$ cat config.mk
export PLATFORM = sky130hd
export DESIGN_NAME = rx_reset_seq
export DESIGN_NICKNAME = d
export VERILOG_FILES = /design/src/rtl/rx_reset_seq_pkg.sv /design/src/rtl/rx_reset_sync.sv /design/src/rtl/rx_reset_err_mon.sv /design/src/rtl/rx_reset_seq.sv
export SDC_FILE = /design/constraint.sdc
export NUM_CORES = 1
export LEC_CHECK = 0
export BUFFER_PORTS_ARGS = -buffer_cell sky130_fd_sc_hd__buf_2
export CAP_MARGIN = 10
export CORE_ASPECT_RATIO = 1.1
export CORE_MARGIN = 5
export CORE_UTILIZATION = 35
export CTS_CLUSTER_SIZE = 8
export DETAILED_ROUTE_END_ITERATION = 10
export PLACE_DENSITY = 0.53
export SYNTH_ARGS = -nofsm -noshare
export SYNTH_HDL_FRONTEND = slang
export SYNTH_HIERARCHICAL = 1
export SYNTH_SLANG_ARGS = --single-unit
$ cat constraint.sdc
create_clock -name clk_i -period 4.4 [get_ports clk_i]
set_input_delay 0.88 -clock clk_i [delete_from_list [all_inputs] [get_ports clk_i]]
set_output_delay 0.88 -clock clk_i [all_outputs]
set_load 0.005 [all_outputs]
$ cat src/rtl/rx_reset_seq_pkg.sv
package rx_reset_seq_pkg;
  typedef enum logic [2:0] {
    ST_PMA    = 3'd0,
    ST_LOCK   = 3'd1,
    ST_PCS    = 3'd2,
    ST_SETTLE = 3'd3,
    ST_READY  = 3'd4
  } seq_state_e;
endpackage

$ cat src/rtl/rx_reset_sync.sv
module rx_reset_sync #(
  parameter int W = 1
) (
  input  logic         clk_i,
  input  logic         rst_ni,
  input  logic [W-1:0] d_i,
  output logic [W-1:0] q_o
);
  logic [W-1:0] meta_q, sync_q;

  always_ff @(posedge clk_i or negedge rst_ni) begin
    if (!rst_ni) begin
      meta_q <= '0;
      sync_q <= '0;
    end else begin
      meta_q <= d_i;
      sync_q <= meta_q;
    end
  end

  assign q_o = sync_q;
endmodule

$ cat src/rtl/rx_reset_err_mon.sv
module rx_reset_err_mon #(
  parameter int ERR_WIN = 16,
  parameter int ERR_THR = 4
) (
  input  logic clk_i,
  input  logic rst_ni,
  input  logic clr_i,
  input  logic word_err_i,
  input  logic buf_err_i,
  output logic fault_o
);
  logic [ERR_WIN-1:0] win_q;

  // sliding window of errored samples, emptied outside the ready state
  always_ff @(posedge clk_i or negedge rst_ni) begin
    if (!rst_ni)     win_q <= '0;
    else if (clr_i)  win_q <= '0;
    else             win_q <= {win_q[ERR_WIN-2:0], word_err_i};
  end

  assign fault_o = buf_err_i || ($countones(win_q) >= ERR_THR);
endmodule

$ cat src/rtl/rx_reset_seq.sv
module rx_reset_seq
  import rx_reset_seq_pkg::*;
#(
  parameter int SYS_PER_UCLK  = 2,
  parameter int PMA_HOLD_CYC  = 16384,
  parameter int PCS_UCYC      = 4,
  parameter int SETTLE_UCYC   = 16,
  parameter int MAX_PCS_RETRY = 3,
  parameter int ERR_WIN       = 16,
  parameter int ERR_THR       = 4,
  localparam int RW = $clog2(MAX_PCS_RETRY + 1)
) (
  input  logic          clk_i,
  input  logic          rst_ni,
  input  logic          clks_stable_i,
  input  logic          cdr_lock_i,
  input  logic          buf_err_i,
  input  logic          disp_err_i,
  input  logic          not_in_table_i,
  output logic          pma_rst_o,
  output logic          pcs_rst_o,
  output logic          rx_ready_o,
  output logic [RW-1:0] retry_cnt_o
);
  localparam int PCS_CYC    = PCS_UCYC * SYS_PER_UCLK;
  localparam int SETTLE_CYC = SETTLE_UCYC * SYS_PER_UCLK;
  localparam int MAX_A      = (PMA_HOLD_CYC > PCS_CYC) ? PMA_HOLD_CYC : PCS_CYC;
  localparam int MAX_LIM    = (MAX_A > SETTLE_CYC) ? MAX_A : SETTLE_CYC;
  localparam int CW         = $clog2(MAX_LIM + 1);
  localparam logic [CW-1:0] PMA_LAST    = CW'(PMA_HOLD_CYC - 1);
  localparam logic [CW-1:0] PCS_LAST    = CW'(PCS_CYC - 1);
  localparam logic [CW-1:0] SETTLE_LAST = CW'(SETTLE_CYC - 1);
  localparam logic [RW-1:0] RETRY_MAX   = RW'(MAX_PCS_RETRY);

  logic [4:0] async_in, sync_out;
  logic lock_s, stable_s, buf_s, disp_s, nit_s;
  logic fault;

  seq_state_e    state_q, state_d;
  logic [CW-1:0] cnt_q;
  logic [RW-1:0] retry_q;

  assign async_in = {cdr_lock_i, clks_stable_i, buf_err_i, disp_err_i, not_in_table_i};
  assign {lock_s, stable_s, buf_s, disp_s, nit_s} = sync_out;

  rx_reset_sync #(.W(5)) u_sync (
    .clk_i  (clk_i),
    .rst_ni (rst_ni),
    .d_i    (async_in),
    .q_o    (sync_out)
  );

  rx_reset_err_mon #(.ERR_WIN(ERR_WIN), .ERR_THR(ERR_THR)) u_err (
    .clk_i      (clk_i),
    .rst_ni     (rst_ni),
    .clr_i      (state_q != ST_READY),
    .word_err_i (disp_s | nit_s),
    .buf_err_i  (buf_s),
    .fault_o    (fault)
  );

  always_comb begin
    state_d = state_q;
    unique case (state_q)
      ST_PMA:    if (cnt_q >= PMA_LAST) state_d = ST_LOCK;
      ST_LOCK:   if (lock_s && stable_s) state_d = ST_PCS;
      ST_PCS:    if (!lock_s) state_d = ST_PMA;
                 else if (cnt_q >= PCS_LAST) state_d = ST_SETTLE;
      ST_SETTLE: if (!lock_s) state_d = ST_PMA;
                 else if (cnt_q >= SETTLE_LAST && stable_s) state_d = ST_READY;
      ST_READY:  if (!lock_s) state_d = ST_PMA;
                 else if (fault) state_d = (retry_q == RETRY_MAX) ? ST_PMA : ST_PCS;
      default:   state_d = ST_PMA;
    endcase
  end

  always_ff @(posedge clk_i or negedge rst_ni) begin
    if (!rst_ni) begin
      state_q <= ST_PMA;
      cnt_q   <= '0;
      retry_q <= '0;
    end else begin
      state_q <= state_d;
      // per-state timer, restarted on every transition, saturating
      if (state_d != state_q) cnt_q <= '0;
      else if (cnt_q != '1)   cnt_q <= cnt_q + 1'b1;
      if (state_q == ST_PMA)
        retry_q <= '0;
      else if (state_q == ST_READY && lock_s && fault && retry_q != RETRY_MAX)
        retry_q <= retry_q + 1'b1;
    end
  end

  assign pma_rst_o   = (state_q == ST_PMA);
  assign pcs_rst_o   = (state_q == ST_PMA) || (state_q == ST_LOCK) || (state_q == ST_PCS);
  assign rx_ready_o  = (state_q == ST_READY);
  assign retry_cnt_o = retry_q;
endmodule

* Word-level counts from Yosys, hierarchy flattened
Cells that the tools add are included.
** Cells by class
- Add/subtract/negate cells :: 17
- Multiply operators :: 0
- Divide/modulo/power cells :: 0
- Order comparisons :: 4
- Eq/ne operators :: 9
- Shifts and indexed selects :: 0
- Multiplexer cells :: 15
- Bitwise gates (word level) :: 1
- Reductions and logical operators :: 11
** Operators with widths (count)
- 32-bit adder :: 7
- 32-bit by 4-bit greater-or-equal comparator with 1-bit output, second input constant :: 1
- 15-bit 2-to-1 mux :: 2
- 3-bit 2-to-1 mux :: 8
- 1-bit by 1-bit adder with 2-bit output :: 8
- 16-bit 2-to-1 mux :: 1
- 15-bit by 1-bit adder with 15-bit output, second input constant :: 1
- 15-bit by 14-bit greater-or-equal comparator with 1-bit output, second input constant :: 1
- 15-bit by 3-bit greater-or-equal comparator with 1-bit output, second input constant :: 1
- 15-bit by 5-bit greater-or-equal comparator with 1-bit output, second input constant :: 1
- 15-bit inequality test, second input constant :: 1
- 3-bit case mux with 5 select lines :: 1
- 3-bit by 2-bit == test with 1-bit output, second input constant :: 2
- 2-bit 2-to-1 mux :: 3
- 1-bit logical AND :: 5
- 2-bit nonzero test :: 2
- 3-bit by 1-bit == test with 1-bit output, second input constant :: 1
- 3-bit == test, second input constant :: 1
- 3-bit zero test :: 1
- 1-bit logical OR :: 3
- 3-bit inequality test :: 1
- 3-bit inequality test, second input constant :: 1
- 2-bit by 1-bit adder with 2-bit output, second input constant :: 1
- 2-bit == test, second input constant :: 1
- other kinds (2) :: 2
** Storage, ports and cells
- Register bits after elaboration :: 46
- Latch bits :: 0
- RAM bits :: 0
- Bits in read-only memories :: 0
- Input bits :: 7
- Output and inout port bits :: 5
- Logic and storage cells :: 63
- Memories kept :: 0

* Logic depth before layout (Yosys ltp)
- Word-level depth :: 11
- Mapped depth :: 20

* By module
Netlist, hierarchy kept.
** Modules (own cells, without submodules)
- rx_reset_seq :: instances 1, cells each 133, area an instance 1378.8 um^2, seq. area each 500.5 um^2
- rx_reset_err_mon :: instances 1, cells each 84, area an instance 1003.5 um^2, seq. area each 400.4 um^2
- rx_reset_sync :: instances 1, cells each 10, area an instance 250.2 um^2, seq. area each 250.2 um^2

* Least setup slack after synthesis
OpenSTA, ideal clock, no wires.
- Path type :: register to register
- Start point :: register u_err.win_q[8]
- End point :: register cnt_q[4]
- Arrival :: 4.452 ns
- Slack :: -0.163 ns
- Stages on the path, launching flop included :: 18
- Buffers on the path :: 0
- Period minus slack after synthesis :: 4.563 ns
- Cells stage by stage :: dfrtp_1 inv_1 fa_1 inv_1 ha_1 ha_1 fa_1 inv_1 fa_1 inv_1 ha_1 inv_1 fa_1 nor4b_1 o21ai_2 nor4_1 o221ai_4 a2111oi_2
** Between the ends
- Word-level cells in the longest chain between the ends :: 11
- Elaborated cells on any way between the ends :: 12
- Those cells by class :: add/sub: 4; order compare: 1; eq/ne: 1; mux: 4; reduce/logical: 2
** RTL lines
- start, declared :: RTL line rx_reset_err_mon.sv:12 : logic [ERR_WIN-1:0] win_q;
- start signal, assigned :: RTL line rx_reset_err_mon.sv:18 : else win_q <= {win_q[ERR_WIN-2:0], word_err_i};
- 1-bit by 1-bit adder with 2-bit output (implied by the code) (*) :: RTL line rx_reset_err_mon.sv:21 : assign fault_o = buf_err_i || ($countones(win_q) >= ERR_THR);
- 32-bit adder (implied by the code) (*) (3 in a row) :: RTL line rx_reset_err_mon.sv:21
- 32-bit by 4-bit greater-or-equal comparator with 1-bit output (*) :: RTL line rx_reset_err_mon.sv:21
- 1-bit logical OR (*) :: RTL line rx_reset_err_mon.sv:21
- via fault :: RTL line rx_reset_seq.sv:37 : logic fault;
- 3-bit 2-to-1 mux (*) :: RTL line rx_reset_seq.sv:72 : else if (fault) state_d = (retry_q == RETRY_MAX) ? ST_PMA : ST_PCS;
- 3-bit 2-to-1 mux (*) :: RTL line rx_reset_seq.sv:71 : ST_READY: if (!lock_s) state_d = ST_PMA;
- 3-bit case mux with 5 select lines (*) :: RTL line rx_reset_seq.sv:64 : unique case (state_q)
- 3-bit inequality test (*) :: RTL line rx_reset_seq.sv:85 : if (state_d != state_q) cnt_q <= '0;
- 15-bit 2-to-1 mux / 2-bit nonzero test (equally long branches)
- end signal, assigned :: RTL line rx_reset_seq.sv:86 : else if (cnt_q != '1) cnt_q <= cnt_q + 1'b1;
- end, declared :: RTL line rx_reset_seq.sv:40 : logic [CW-1:0] cnt_q;
Mark *: on every way through the listed nets, which the timed path passes. The rest lies on a longest branch.
A chain may end at the register's enable or synchronous reset.

* Worst setup path in the final report
- Start point :: register u_err.win_q[11]
- End point :: register cnt_q[8]
The elaborated chain is that of the path after synthesis.

==> flow_summary_export.csv <==
group,metric,value,unit
status,status,"finished, violations left",
status,violations,"negative setup slack",
power,power_switching,0.0001711,W
setup_path,cp_slowest_cell,"fa_1",
route,drc,0,
cts,clock_sinks,46,
setup_path,crit_arrival,4.75,ns
die,die_w,92.69,µm
power,pwr-share-seq,55.7,%
setup_path,start_kind,"flip-flop",
sta,final.min_clock_period,4.545,ns
route,first_pass_iters,4,
sta,final_hold_viol_count,0,
setup_path,cp_max_fo,6,
power,p_sw_share,22.17,%
placement,dp_hpwl,3.362,mm
global_routing,grt_start_max_net_pins,47,
layout,drive_gt1_share,29.37,%
power,p_int,0.0006006,W
cts,clock_latency,0.30,ns
route,antenna_left,0,
layout,final_cell_mix,"46 x dfrtp_1, 23 x inv_1, 17 x nor2_1",
sta,whs,0.3534,ns
power,clock_power_share,42.1,%
setup_path,crit_family,"adder cells",
cts,cts.hold.buffers_added,0,
setup_path,r2r-start,"u_err/win_q[11]",
placement,gp_congestion,0.7510,
route,avgRoutedWirePerCell,14.45,µm
hold_path,min_path_type,"flip-flop to flip-flop",
power,p_comb_share,2.2,%
die,die_h,101.0,µm
hold_path,min_from,"u_sync/meta_q[1]",
cts,max-clock-path-buffers,2,
global_routing,grt_pass1_wl,8.901,mm
route,via_per_inst,5.112,
global_routing,antenna_found_initial,0,
route,initialDrtViolationCount,41,
layout,post_layout_nonfiller_instances,339,
logic_synthesis,syn_nets,260,
sta,fin_ws,-0.1450,ns
route,met3_length,164,µm
sta,rsz0062_at_grt,"yes",
logic_synthesis,synth_seq_cells,46,
logic_synthesis,ys_seq_area_share,43.73,%
sta,tightestPinTransition,1.024,ns
route,topRoutingLayerUsed,"met4",
power,p_leak,1.343,nW
layout,diodes,0,
logic_synthesis,synthCells,227,
layout,fin_area,3065,µm²
logic_synthesis,yosys_most_used_dff,"dfrtp_1",
global_routing,grt_pass1_vias,1771,
layout,final_common_cell,"dfrtp_1",
setup_path,end_kind,"flip-flop",
logic_synthesis,async_flop_share,100.0,%
route,dr_wl_met2,2.265,mm
sta,slew_headroom,31.70,%
layout,nets,284,
route,routed_wl,4.898,mm
route,met1_length,2.409,mm
global_routing,grt-ovfl-total,0,
die,fp.dieArea,9358,µm²
logic_synthesis,synth_cell_types,54,
placement,place_inst,327,
die,start_util,35.62,%
layout,syn_to_final_growth,16.44,%
sta,period_share,103.3,%
sta,final-setup-viol-count,15,
cts,path_clk_slew,0.09,ns
logic_synthesis,synthesis.area,2633,µm²
setup_path,required,4.60,ns
logic_synthesis,yosys_warnings,6,
logic_synthesis,syn_area_per_cell,11.60,µm²
sta,report.final.slew_viol_count,0,
sta,clock_skew,0.006407,ns
cts,cts_htree_levels,2,
die,num_rows,33,
cts,root_buffer,"clkbuf_8",
cts,cts_tree,"built",
die,core_area,7391,µm²
power,vdd_drop_max,104.7,µV
setup_path,worst-setup-path-type,"flip-flop to flip-flop",
logic_synthesis,synth_edf_count,0,
sta,fmax,0.2200,GHz
placement,placed_area,2840,µm²
global_routing,grt_usage,11.90,%
power,power_density,251.8,nW/µm²
setup_path,crit_start,"u_err/win_q[11]",
placement,io_buffers,11,
setup_path,crit_buf_inv,5,
route,vias,1733,
setup_path,path_cells,"inv_2, fa_1, inv_1, ha_2, ha_4, fa_1, inv_2, fa_1, inv_1, ha_2, inv_2, fa_2, nor4b_4, o21ai_4, nand2_2, nor3_4, a31oi_4, o221ai_4, nor4_2",
sta,setup_tns,-1.308,ns
setup_path,slowest_delay,0.52,ns
flow_run,max-cap-violations,0,
die,ioPinCount,12,
cts,cts_buffers,5,
[path summary, 6_finish.rpt]
path	endpoint	slack (ns)	cells after the start
min reg2reg	u_sync/q_o[1]	0.35	0
max in group asynchronous	cnt_q[8]	3.01	1
min in group asynchronous	u_err/win_q[15]	0.75	1
min	u_sync/q_o[1]	0.35	0
max	cnt_q[8]	-0.14	19
max reg2reg	cnt_q[8]	-0.14	19
[power groups by stage]
stage | registers, W | clock network, W | logic [W]
2_1_floorplan | 0.000437 | 0 | 0.00000549
5_1_grt | 0.000431 | 0.000356 | 0.0000205
3_5_place_dp | 0.000438 | 0 | 0.0000176
6_report | 0.000430 | 0.000325 | 0.0000170
3_3_place_gp | 0.000438 | 0 | 0.0000172
4_1_cts | 0.000430 | 0.000340 | 0.0000183
[through the flow]
| stage | util, % | setup WS, ns | power [W] |
|---|---|---|---|
| floorplan | - | 0.002465 | 0.0004428 |
| global placement | 38.43 | -0.1685 | 0.0004553 |
| detailed placement | 38.43 | -0.2549 | 0.0004557 |
| CTS | 41.24 | -0.1268 | 0.0007878 |
| global route | 41.48 | -0.3016 | 0.0008076 |
| finish | 41.48 | -0.1450 | 0.0007717 |
[cell usage after synthesis, types with 6 or more instances]
library cell	count	area share [%]
nand2_1	7	1.0
ha_1	16	7.6
fa_1	10	7.6
nor4_1	6	1.4
inv_1	27	3.8
nor2_1	17	2.4
dfrtp_1	46	44
nor3_2	10	3.8
nor2b_1	9	2.1
nand4_1	7	1.7
xnor2_1	6	2.0
nand3_1	8	1.5
[registers in the layout (all words and copies together) (netlist names)]
| signal | count |
|---|---|
| cnt_q | 15 |
| retry_cnt_o | 2 |
| state_q | 3 |
| u_err/win_q | 16 |
| u_sync/meta_q | 5 |
| u_sync/q_o | 5 |
[what timing repair did]
action,4_1_cts,5_1_grt
gates resized for setup,14,3
pin swaps,20,1
buffers inserted,2,1
setup endpoints to repair,15,15
cloned,1,0
[layer usage]
layer	up-vias	track usage (%)
met5	-	0
met4	0	3.044
met3	6	2.539
met2	26	18.25
met1	860	17.14
li1	841	-
[logic make-up after synthesis]
logic type / count (synthesis) / share of synthesized area, %
AND/OR/NAND/NOR: 83 / 19.92
flip-flops: 46 / 43.73
buffers and inverters: 36 / 7.034
AO/OA/AOI/OAI: 26 / 10.70
adder cells (fa/ha/maj): 26 / 15.21
XOR/XNOR: 8 / 2.662
multiplexers: 2 / 0.7605
[cell type report]
cell class                 instances  area (µm²)
tap                               87       108.9
inverter                          27       101.3
fill                             680        4325
sequential                        46        1151
timing repair buffer              25       186.4
clock inverter                     3       45.04
multi-input combinational        146        1404
clock buffer                       5       68.82
Note: power is estimated with default switching activity, not from simulation.
